**config.mk**
```make
export PLATFORM = sky130hd
export DESIGN_NAME = frac_baud_gen
export DESIGN_NICKNAME = d
export VERILOG_FILES = /design/src/rtl/frac_baud_pkg.sv /design/src/rtl/baud_regs.sv /design/src/rtl/baud_accum.sv /design/src/rtl/baud_bitdiv.sv /design/src/rtl/frac_baud_gen.sv
export SDC_FILE = /design/constraint.sdc
export NUM_CORES = 1
export LEC_CHECK = 0
export BUFFER_PORTS_ARGS = -buffer_cell sky130_fd_sc_hd__buf_2
export CAP_MARGIN = 25
export CORE_AREA = 3 3 91 93
export CTS_CLUSTER_DIAMETER = 30
export CTS_CLUSTER_SIZE = 12
export DETAILED_ROUTE_END_ITERATION = 8
export DIE_AREA = 0 0 94 96
export PLACE_DENSITY = 0.8
export SETUP_SLACK_MARGIN = 0.15
export SLEW_MARGIN = 20
export SYNTH_ARGS = -nofsm -noshare
export SYNTH_HDL_FRONTEND = slang
export SYNTH_SLANG_ARGS = --single-unit
```
**constraint.sdc**
```tcl
create_clock -name clk_i -period 4 [get_ports clk_i]
set_input_delay 0 -clock clk_i [delete_from_list [all_inputs] [get_ports clk_i]]
set_output_delay 0 -clock clk_i [all_outputs]
set_load 0.1 [all_outputs]
```
**src/rtl/frac_baud_pkg.sv**
```systemverilog
package frac_baud_pkg;
  localparam int unsigned ADDR_WHOLE = 9;
  localparam int unsigned ADDR_FRAC  = 10;
endpackage

```
**src/rtl/baud_regs.sv**
```systemverilog
module baud_regs
  import frac_baud_pkg::*;
#(
  parameter int unsigned ADDR_W = 5,
  parameter int unsigned INT_W  = 16,
  parameter int unsigned FRAC_W = 6
) (
  input  logic              clk_i,
  input  logic              rst_ni,
  input  logic              we_i,
  input  logic [ADDR_W-1:0] addr_i,
  input  logic [INT_W-1:0]  wdata_i,
  output logic [INT_W-1:0]  whole_o,
  output logic [FRAC_W-1:0] frac_o,
  output logic [INT_W-1:0]  rdata_o
);
  localparam logic [ADDR_W-1:0] A_WHOLE = ADDR_W'(ADDR_WHOLE);
  localparam logic [ADDR_W-1:0] A_FRAC  = ADDR_W'(ADDR_FRAC);

  logic [INT_W-1:0]  whole_q;
  logic [FRAC_W-1:0] frac_q;

  always_ff @(posedge clk_i or negedge rst_ni) begin
    if (!rst_ni) begin
      whole_q <= '0;
      frac_q  <= '0;
    end else if (we_i) begin
      if (addr_i == A_WHOLE) whole_q <= wdata_i;
      if (addr_i == A_FRAC)  frac_q  <= wdata_i[FRAC_W-1:0];
    end
  end

  always_comb begin
    rdata_o = '0;
    if (addr_i == A_WHOLE)     rdata_o = whole_q;
    else if (addr_i == A_FRAC) rdata_o = {{(INT_W-FRAC_W){1'b0}}, frac_q};
  end

  assign whole_o = whole_q;
  assign frac_o  = frac_q;
endmodule

```
**src/rtl/baud_accum.sv**
```systemverilog
module baud_accum #(
  parameter int unsigned INT_W  = 16,
  parameter int unsigned FRAC_W = 6
) (
  input  logic                    clk_i,
  input  logic                    rst_ni,
  input  logic [INT_W-1:0]        whole_i,
  input  logic [FRAC_W-1:0]       frac_i,
  output logic                    tick_o,
  output logic                    run_o,
  output logic [INT_W-1:0]        act_whole_o,
  output logic [INT_W+FRAC_W-1:0] acc_o,
  output logic [INT_W+FRAC_W-1:0] target_o
);
  localparam int unsigned ACC_W = INT_W + FRAC_W;
  localparam logic [ACC_W:0] STEP = (ACC_W+1)'(1) << FRAC_W;

  logic [INT_W-1:0]  act_whole_q;
  logic [FRAC_W-1:0] act_frac_q;
  logic [ACC_W-1:0]  acc_q;
  logic [ACC_W-1:0]  target;
  logic [ACC_W:0]    sum;
  logic [ACC_W:0]    rem;
  logic              run;
  logic              hit;

  assign target = {act_whole_q, act_frac_q};
  assign sum    = {1'b0, acc_q} + STEP;
  assign rem    = sum - {1'b0, target};
  assign run    = |act_whole_q;
  assign hit    = run && (sum >= {1'b0, target});

  always_ff @(posedge clk_i or negedge rst_ni) begin
    if (!rst_ni) begin
      act_whole_q <= '0;
      act_frac_q  <= '0;
      acc_q       <= '0;
    end else if (!run) begin
      // halted: follow programmed values, restart from zero phase
      act_whole_q <= whole_i;
      act_frac_q  <= frac_i;
      acc_q       <= '0;
    end else if (hit) begin
      act_whole_q <= whole_i;
      act_frac_q  <= frac_i;
      acc_q       <= rem[ACC_W-1:0];
    end else begin
      acc_q       <= sum[ACC_W-1:0];
    end
  end

  assign tick_o      = hit;
  assign run_o       = run;
  assign act_whole_o = act_whole_q;
  assign acc_o       = acc_q;
  assign target_o    = target;
endmodule

```
**src/rtl/baud_bitdiv.sv**
```systemverilog
module baud_bitdiv #(
  parameter int unsigned OSR = 16
) (
  input  logic clk_i,
  input  logic rst_ni,
  input  logic run_i,
  input  logic tick_i,
  output logic stb_o
);
  localparam int unsigned CNT_W = (OSR > 1) ? $clog2(OSR) : 1;
  localparam logic [CNT_W-1:0] LAST = CNT_W'(OSR - 1);

  logic [CNT_W-1:0] cnt_q;

  always_ff @(posedge clk_i or negedge rst_ni) begin
    if (!rst_ni)        cnt_q <= '0;
    else if (!run_i)    cnt_q <= '0;
    else if (tick_i)    cnt_q <= (cnt_q == LAST) ? '0 : cnt_q + 1'b1;
  end

  assign stb_o = tick_i && (cnt_q == LAST);
endmodule

```
**src/rtl/frac_baud_gen.sv**
```systemverilog
module frac_baud_gen #(
  parameter int unsigned ADDR_W = 5,
  parameter int unsigned INT_W  = 16,
  parameter int unsigned FRAC_W = 6,
  parameter int unsigned OSR    = 16
) (
  input  logic              clk_i,
  input  logic              rst_ni,
  input  logic              reg_we_i,
  input  logic [ADDR_W-1:0] reg_addr_i,
  input  logic [INT_W-1:0]  reg_wdata_i,
  output logic [INT_W-1:0]  reg_rdata_o,
  output logic              tick_o,
  output logic              bit_stb_o
);
  localparam int unsigned ACC_W = INT_W + FRAC_W;

  logic [INT_W-1:0]  whole_q;
  logic [FRAC_W-1:0] frac_q;
  logic [INT_W-1:0]  act_whole;
  logic [ACC_W-1:0]  acc;
  logic [ACC_W-1:0]  target;
  logic              run;
  logic              tick;

  baud_regs #(.ADDR_W(ADDR_W), .INT_W(INT_W), .FRAC_W(FRAC_W)) u_regs (
    .clk_i   (clk_i),
    .rst_ni  (rst_ni),
    .we_i    (reg_we_i),
    .addr_i  (reg_addr_i),
    .wdata_i (reg_wdata_i),
    .whole_o (whole_q),
    .frac_o  (frac_q),
    .rdata_o (reg_rdata_o)
  );

  baud_accum #(.INT_W(INT_W), .FRAC_W(FRAC_W)) u_accum (
    .clk_i       (clk_i),
    .rst_ni      (rst_ni),
    .whole_i     (whole_q),
    .frac_i      (frac_q),
    .tick_o      (tick),
    .run_o       (run),
    .act_whole_o (act_whole),
    .acc_o       (acc),
    .target_o    (target)
  );

  baud_bitdiv #(.OSR(OSR)) u_bitdiv (
    .clk_i  (clk_i),
    .rst_ni (rst_ni),
    .run_i  (run),
    .tick_i (tick),
    .stb_o  (bit_stb_o)
  );

  assign tick_o = tick;
endmodule

```
==> impl_metrics.csv, run 1 <==
group,metric,value,unit
drt,postRouteAntennaNets,0,
setup_path,path_cells,"ha_2 -> and2_1 -> and2_1 -> nand3_1 -> xnor2_1 -> ha_2 -> nand3_1 -> or4_4 -> o2111ai_2 -> a21oi_1 -> buf_4 -> nor2_4 -> and4_2 -> buf_12",
synth,synth_edf_count,0,
clock_tree,ctsLongestPathBuffers,2,
setup_path,reg2reg_to,"u_accum.acc_o[12]$_DFF_PN0_",
timing,finalClockSkew,17.61,ps
setup_path,crit_family,"simple AND/OR/NAND/NOR gates",
setup_path,r2r_start,"u_accum.acc_o[6]$_DFF_PN0_",
clock_tree,clkSlewWorstSetupHoldPaths,90,ps
drt,vias,3667,
drt,drt_iter0_markers,285,
synth,synthTopCellsByArea,"dfrtp_1, ha_1, mux2_4",
drt,avgViaCountPerCell,5.943,
setup_path,critPathMaxStageDelay,540,ps
timing,final.setup.tns,0,ps
placement,place_congestion,0.9591,
run_status,status,"completed",
timing,finalHoldViolCount,0,
synth,synth_top_area_share,38.64,%
grt,grt_pass1_wl,17.89,mm
synth,synthXorXnorAreaFrac,5.603,%
floorplan,ios,42,
setup_path,critPathCaptureType,"output port",
synth,async_reset_ff_share,100.0,%
timing,worst_slew_pin_slew,917.5,ps
flow_run,drv_cap,0,
synth,yosys.area_share.adder,7.066,%
synth,yosysSeqAreaShare,38.64,%
clock_tree,cts_root_buf,"clkbuf_8",
timing,period_share,92.30,%
setup_path,crit_arrival,3690,ps
drt,dr.pass1.iters,7,
clock_tree,htreeDepth,3,
synth,synth_compound_area_share,11.84,%
finish,fillCellCount,559,
finish,multi_input_area,0.002582,mm2
drt,wl_per_cell,17.43,um
setup_path,r2r_setup_slack,340,ps
drt,totalWireLength,10.76,mm
floorplan,start_util,59.59,%
clock_tree,cts_buffers,9,
placement,port_buffers,41,
finish,final_nets,559,
timing,finalCriticalPeriod,3692,ps
finish,area_growth,16.15,%
timing,clock.fmax,0.2709,GHz
finish,seq_area,0.001752,mm2
placement,dp_slack,302.1,ps
setup_path,worstSetupStartpoint,"u_accum.acc_o[6]$_DFF_PN0_",
finish,antennaDiodeCount,0,
synth,ys.flop_type,"dfrtp_1",
setup_path,timing.critical_path.depth,14,
setup_path,cp.buffers_inverters,2,
finish,layout-drive-gt1-share,25.05,%
synth,syn_avg_cell_area,10.14,um2
synth,syn_area,0.004533,mm2
timing,max-slew-margin-rel,38.56,%
worst_hold_path,hold_path_class,"in -> reg",
setup_path,rr_worst_depth,13,
grt,overflow,0,
setup_path,crit_path_end,"bit_stb_o",
clock_tree,cts_sinks,70,
timing,worst_slack,307.9,ps
synth,syn-num-nets,496,
floorplan,die_h,96,um
setup_path,required,4000,ps
floorplan,dieArea,0.009024,mm2
floorplan,die_w,94,um
clock_tree,clk_latency,350,ps
timing,rsz0062_at_grt,"false",
synth,synth-simple-area-share,15.57,%
synth,synth_warnings,0,
synth,synthDistinctLibCells,54,
synth,synth_mux_area_share,16.12,%
floorplan,rows,32,
setup_path,critPathMaxFanout,11,
setup_path,critPathLaunchType,"register",
floorplan,coreArea,0.007607,mm2
synth,synth_top_area_cell,"dfrtp_1",
drt,drc,0,
timing,final-setup-viol-count,0,
clock_tree,cts_tree,"yes",
grt,grt_max_degree,41,
synth,ys_ff_latch,70,
grt,grtUsageTotal,25.73,%
timing,slew_viol_final,0,
grt,antenna_found_initial,0,
synth,synth_top_family_by_area,"multiplexers",
placement,hpwl,7.536,mm
synth,syn_inst,447,
setup_path,path_class,"reg -> out",
setup_path,critPathSlowestCell,"or4_4",
grt,grt_pass1_vias,3592,
-- placed cells by master, fill, tap and decap left out, types with 3 or more instances in the layout --
master         Yosys  final
mux2_4            20     20
ha_1              24     20
ha_2               0      4
mux2_2            24     24
inv_1             31     31
o21ai_0           15     14
buf_2              5     40
and2_1            15     15
nor2_1            32     31
o31ai_1            3      3
a31oi_1            3      3
dfrtp_1           70     70
xnor2_1           17     17
and4_1             5      4
buf_4              2      9
clkbuf_8           0      9
mux2i_1           16     16
nand2_1           33     33
nand3_1           15     15
a22o_1             6      6
xor2_1            12     12
nor4_1             5      5
a21o_1             4      4
nand4_1            6      6
nor3b_1            3      3
nor3_1             4      3
a211oi_1           4      4
a21oi_1           31     30
dlygate4sd3_1      0     17
and3_1             5      5
-- logic make-up after synthesis --
| group | after synthesis |
|---|---|
| adders and majority gates | 25 |
| and+or+nand+nor | 134 |
| buffers and inverters | 46 |
| xor gates and xnor gates | 29 |
| muxes | 60 |
| AOI/OAI and AO/OA | 83 |
| DFF | 70 |
-- per-stage QoR --
step	utilization [%]	hold WS, ps	cells	instance area, um2
after floorplan	-	-295.6	447	4542
after global placement	63.03	179.6	580	4795
after detailed placement	63.03	182.6	580	4795
after CTS	68.31	185.9	613	5196
after global routing	69.21	217.4	617	5265
final	69.21	213.1	617	5265
-- cell usage after synthesis, drive strengths merged (2+ instances only) --
master and number:
ha 24, a211oi 4, and4 5, o21a 2, nand2 33, nand3 15, a31oi 3, clkbuf 4
o31ai 3, buf 11, xnor2 17, nor3b 4, dfrtp 70, a221oi 2, nor2 33, mux2 44
mux2i 16, and2 16, o21ai 15, a21oi 31, nand4 6, a21o 4, nor4 5, and3 5
nor3 4, a22o 6, inv 31, or4 2, a41oi 2, o211ai 2, xor2 12
-- per-layer routing --
metal  wire length, um  GRT usage [%]  vias to the layer above
li1                  -              -                     1739
met1              4722          34.37                     1744
met2              5129          42.64                      166
met3               692          4.848                       18
met4               212          7.942                        0
met5                 0              0                        -
-- worst reg2reg max path, cell delays in order, from the launching register on --
cell,delay [ps]
dfrtp_1,410
ha_2,230
and2_1,140
and2_1,180
nand3_1,110
xnor2_1,170
ha_2,390
nand3_1,180
or4_4,540
o2111ai_2,220
a21o_1,230
buf_4,410
mux2i_1,270
nor2_1,70
-- cell type report --
| type | count | area share, % |
|---|---|---|
| multi-input combinational | 331 | 49.05 |
| sequential | 70 | 33.27 |
| timing repair buffer | 67 | 8.698 |
| tap | 102 | 2.424 |
| clock buffer | 9 | 2.353 |
| inverter | 31 | 2.210 |
| clock inverter | 7 | 1.996 |
-- registers in the layout, summed over array words and instances, names as in the netlist --
register / count
u_accum.acc_o: 22
u_accum.act_whole_o: 16
u_regs.whole_o: 16
u_accum.act_frac_q: 6
u_regs.frac_o: 6
u_bitdiv.cnt_q: 4
-- how the worst min path moves through the flow --
stage / to / cells after the start / slack, ps / startpoint
4_1_cts: u_regs.frac_o[5]$_DFFE_PN0P_ / 3 / 190 / reg_we_i
2_1_floorplan: u_accum.acc_o[0]$_DFFE_PN0P_ / 0 / -300 / rst_ni
5_1_grt: u_regs.frac_o[5]$_DFFE_PN0P_ / 3 / 220 / reg_we_i
3_5_place_dp: u_accum.acc_o[20]$_DFF_PN0_ / 1 / 180 / rst_ni
6_report: u_regs.frac_o[4]$_DFFE_PN0P_ / 3 / 210 / reg_we_i
3_3_place_gp: u_accum.acc_o[20]$_DFF_PN0_ / 1 / 180 / rst_ni
-- what timing repair did --
item | CTS | global route
setup endpoints to repair | 1 | 46
pin swaps | 0 | 2
hold buffers | 17 | 0
endpoints found under the hold margin | 61 | 0
gates resized for setup | 1 | 12
buffers inserted | 0 | 4
Power of run 1 is left out: the tool's default activity adds up to more than one toggle a clock period on the data nets, which glitch-free logic cannot reach.
==> inputs of run 2 (changes only) <==
clock period = 4.2 ns   (was 4 ns; I/O delays follow)
==> impl_metrics.csv, run 2 (synthesis gave the netlist of run 1 again) <==
group,metric,value,unit
setup_path,crit_family,"simple AND/OR/NAND/NOR gates",
grt,grt_max_degree,71,
clock_tree,cts_tree,"yes",
timing,worst_slew_pin_slew,965.2,ps
worst_hold_path,hold_path_class,"in -> reg",
timing,hold_slack,191.2,ps
run_status,status,"completed",
setup_path,critPathMaxFanout,8,
finish,multi_input_area,0.002562,mm2
setup_path,crit_arrival,3910,ps
grt,grt_pass1_vias,3597,
finish,layout-drive-gt1-share,23.24,%
setup_path,path_class,"reg -> out",
finish,final_nets,556,
timing,finalCriticalPeriod,3912,ps
drt,drt_iter0_markers,260,
timing,final-setup-viol-count,0,
finish,final_cell_mix,"dfrtp_1, buf_2, nand2_1",
clock_tree,clk_latency,350,ps
setup_path,path_cells,"ha_1 -> and2_1 -> and2_1 -> xor2_1 -> ha_1 -> nand4_1 -> nor3_1 -> o21ai_0 -> nand3_1 -> a21oi_4 -> nor2_2 -> and4_2 -> clkbuf_4",
floorplan,coreArea,0.007607,mm2
drt,dr.pass1.iters,5,
placement,port_buffers,41,
floorplan,start_util,59.59,%
grt,antenna_found_initial,0,
drt,wl_per_cell,17.85,um
placement,place_congestion,1.006,
drt,drc,0,
grt,overflow,0,
setup_path,required,4200,ps
finish,area_growth,15.04,%
floorplan,die_h,96,um
flow_run,drv_cap,0,
clock_tree,clkSlewWorstSetupHoldPaths,80,ps
clock_tree,cts_buffers,9,
timing,period_share,93.15,%
finish,fillCellCount,540,
timing,finalClockSkew,11.04,ps
finish,fin_cells,614,
drt,avgViaCountPerCell,5.989,
setup_path,critPathLaunchType,"register",
floorplan,ios,42,
floorplan,dieArea,0.009024,mm2
drt,postRouteAntennaNets,0,
clock_tree,cts_root_buf,"clkbuf_8",
finish,largest_reg_flops,22,
drt,totalWireLength,10.96,mm
setup_path,cp.buffers_inverters,1,
finish,fin_util,68.55,%
clock_tree,htreeDepth,3,
timing,max-slew-margin-rel,35.51,%
placement,hpwl,7.630,mm
timing,slew_viol_final,0,
grt,grtUsageTotal,25.54,%
clock_tree,cts_setup_buffers,0,
floorplan,rows,32,
placement,placed_cells,580,
finish,seq_area,0.001752,mm2
setup_path,critPathCaptureType,"output port",
grt,grt_pass1_wl,17.81,mm
clock_tree,ctsLongestPathBuffers,2,
finish,final_common_cell,"dfrtp_1",
clock_tree,cts_sinks,70,
timing,final.setup.tns,0,ps
floorplan,die_w,94,um
setup_path,critPathSlowestCell,"dfrtp_1",
timing,clock.fmax,0.2556,GHz
finish,antennaDiodeCount,0,
setup_path,critPathMaxStageDelay,430,ps
timing,finalHoldViolCount,0,
drt,vias,3677,
timing,rsz0062_at_grt,"true",
## run 2: area by class of cell
class | instances | area share (%)
Clock inverter | 6 | 1.775
Tap cell | 102 | 2.447
Clock buffer | 10 | 2.639
Sequential cell | 70 | 33.59
Timing Repair Buffer | 64 | 8.181
Multi-Input combinational cell | 331 | 49.14
Inverter | 31 | 2.231
## run 2: final timing paths
kind	slack (ps)	cells after the start	start	to
max in group asynchronous	3240	3	rst_ni	u_accum.act_whole_o[13]$_DFFE_PN0P_
min in group asynchronous	350	3	rst_ni	u_accum.acc_o[18]$_DFF_PN0_
min	190	3	reg_we_i	u_regs.frac_o[1]$_DFFE_PN0P_
max	290	13	u_accum.acc_o[6]$_DFF_PN0_	bit_stb_o
max reg2reg	370	12	u_accum.acc_o[6]$_DFF_PN0_	u_accum.act_frac_q[0]$_DFFE_PN0P_
min reg2reg	530	1	u_accum.act_frac_q[4]$_DFFE_PN0P_	u_accum.act_frac_q[4]$_DFFE_PN0P_
## run 2: repair_timing
item / in CTS / in global routing
gates resized for setup: 1 / 3
hold buffers: 17 / 0
setup endpoints to repair: 1 / 1
endpoints found under the hold margin: 92 / 0
## run 2: through the flow
| step | setup slack (ps) | instance area, um2 |
|---|---|---|
| after detailed placement | 473.4 | 4790 |
| after global placement | 582.8 | 4790 |
| final | 287.9 | 5215 |
| after global routing | 99.56 | 5215 |
| after floorplan | 192.4 | 4537 |
| after CTS | 238.7 | 5194 |
## run 2: worst register-to-register path, stage by stage, from the launching register on
cell and delay [ps]:
dfrtp_1 430, ha_1 250, and2_1 150, and2_1 190, xor2_1 160, ha_1 380
a21oi_1 230, o21ai_0 180, o21bai_1 320, nand3_1 250, a21o_1 330, nor2_8 440
mux2_2 410
## run 2: routing by layer
metal	up-vias	part of all wire, %	track usage, %
met5	-	0	0
met4	0	2.1	9.507
li1	1724	-	-
met3	23	6.1	4.066
met1	1781	42	33.95
met2	149	50	42.28
Power of run 2 is left out for the same reason.
==> inputs of run 3 (changes only) <==
CORE_AREA = 3 3 92 94   (was 3 3 91 93)
DIE_AREA = 0 0 95 97   (was 0 0 94 96)
PLACE_DENSITY = 0.79   (was 0.8)
SYNTH_HIERARCHICAL = 1   (was unset)
==> impl_metrics.csv, run 3 <==
group,metric,value,unit
finish,final_nets,574,
finish,final_cell_mix,"dfrtp_1, buf_2, nand2_1",
timing,final.setup.tns,0,ps
setup_path,critPathMaxFanout,8,
setup_path,path_cells,"and3_1 -> and3_1 -> nand2_1 -> nor2_1 -> nand2_1 -> xnor2_1 -> ha_1 -> and3_4 -> and2_4 -> nand3_2 -> o21ai_2 -> nor4_4 -> nand2_4 -> nand2_2 -> inv_2 -> and4_2 -> buf_6",
grt,antenna_found_initial,0,
placement,dp_slack,404.4,ps
setup_path,path_class,"reg -> out",
setup_path,critPathSlowestCell,"nor4_4",
setup_path,cp.buffers_inverters,2,
placement,hpwl,7.471,mm
finish,layout-drive-gt1-share,19.62,%
synth,syn_area,0.004517,mm2
setup_path,critPathLaunchType,"register",
synth,syn-num-nets,516,
timing,finalCriticalPeriod,3800,ps
setup_path,critPathCaptureType,"output port",
finish,largest_reg_flops,22,
setup_path,critPathMaxStageDelay,430,ps
timing,worst_slack,399.5,ps
clock_tree,ctsLongestPathBuffers,2,
floorplan,start_util,58.45,%
drt,dr.pass1.iters,5,
timing,rsz0062_at_grt,"false",
drt,drc,0,
floorplan,rows,32,
floorplan,die_h,97,um
finish,antennaDiodeCount,0,
clock_tree,cts_sinks,70,
placement,place_congestion,0.8792,
clock_tree,cts_root_buf,"clkbuf_8",
drt,totalWireLength,10.41,mm
setup_path,required,4200,ps
setup_path,crit_family,"simple AND/OR/NAND/NOR gates",
drt,postRouteAntennaNets,0,
clock_tree,cts_setup_buffers,0,
finish,area_growth,15.18,%
grt,grt_pass1_vias,3669,
timing,hold_slack,268.7,ps
setup_path,crit_arrival,3800,ps
grt,grtUsageTotal,24.03,%
timing,period_share,90.49,%
clock_tree,clkSlewWorstSetupHoldPaths,80,ps
worst_hold_path,hold_path_class,"in -> async",
synth,synth_warnings,6,
timing,clock.fmax,0.2631,GHz
run_status,status,"completed",
synth,syn_avg_cell_area,9.672,um2
drt,wl_per_cell,16.47,um
grt,overflow,0,
grt,grt_pass1_wl,17.29,mm
finish,post-route-cell-area,0.005202,mm2
grt,grt_max_degree,38,
timing,final-setup-viol-count,0,
placement,dpl_cell_area,0.004786,mm2
drt,drt_iter0_markers,214,
timing,worst_slew_pin_slew,789.1,ps
floorplan,ios,42,
clock_tree,cts_buffers,9,
drt,avgViaCountPerCell,5.810,
clock_tree,cts_tree,"yes",
placement,port_buffers,41,
finish,final_common_cell,"dfrtp_1",
timing,max-slew-margin-rel,46.03,%
flow_run,drv_cap,0,
timing,slew_viol_final,0,
clock_tree,clk_latency,350,ps
timing,finalClockSkew,9.722,ps
floorplan,die_w,95,um
timing,finalHoldViolCount,0,
drt,vias,3672,
floorplan,coreArea,0.007727,mm2
clock_tree,htreeDepth,3,
synth,syn_inst,467,
floorplan,dieArea,0.009215,mm2
[run 3: repair_timing]
action | 4_1_cts | 5_1_grt
hold buffers | 17 | 0
gates cloned | 0 | 0
resized for setup | 1 | 5
endpoints found under the hold margin | 55 | 0
pin swaps | 0 | 1
endpoints found under the setup margin | 1 | 2
[run 3: final cells by class]
cell class | instances | area (um2)
sequential | 70 | 1752
multi-input combinational | 354 | 2575
timing repair buffer | 62 | 411.6
clock inverter | 6 | 93.84
fill | 601 | 2525
inverter | 28 | 105.1
tap | 102 | 127.6
clock buffer | 10 | 137.6
[run 3: worst paths after layout]
kind                                          startpoint                                  end  slack (ps)  depth (start not counted)
hold reg to reg            u_regs/whole_o[9]$_DFFE_PN0P_   u_accum/act_whole_o[9]$_DFFE_PN0P_         520                          2
max in group asynchronous                         rst_ni   u_accum/act_whole_o[0]$_DFFE_PN0P_        2970                          3
min in group clk_i                              reg_we_i         u_regs/frac_o[2]$_DFFE_PN0P_         320                          3
setup reg to reg              u_accum/acc_o[8]$_DFF_PN0_  u_accum/act_whole_o[14]$_DFFE_PN0P_         530                         16
hold / removal                                    rst_ni          u_accum/acc_o[13]$_DFF_PN0_         270                          2
setup / recovery              u_accum/acc_o[8]$_DFF_PN0_                            bit_stb_o         400                         17
[run 3: per-layer routing]
metal | vias to the layer above | global-route usage (%) | wire length, um
li1 | 1780 | - | -
met1 | 1770 | 29.05 | 4383
met2 | 104 | 41.81 | 5382
met3 | 18 | 5.754 | 462
met4 | 0 | 7.103 | 179
met5 | - | 0 | 0
[run 3: per-stage QoR]
stage	utilization [%]	cells
3_5_place_dp	61.93	599
3_3_place_gp	61.93	599
6_report	67.33	632
5_1_grt	67.33	632
4_1_cts	67.16	632
2_1_floorplan	-	467
Power of run 3 is left out for the same reason.
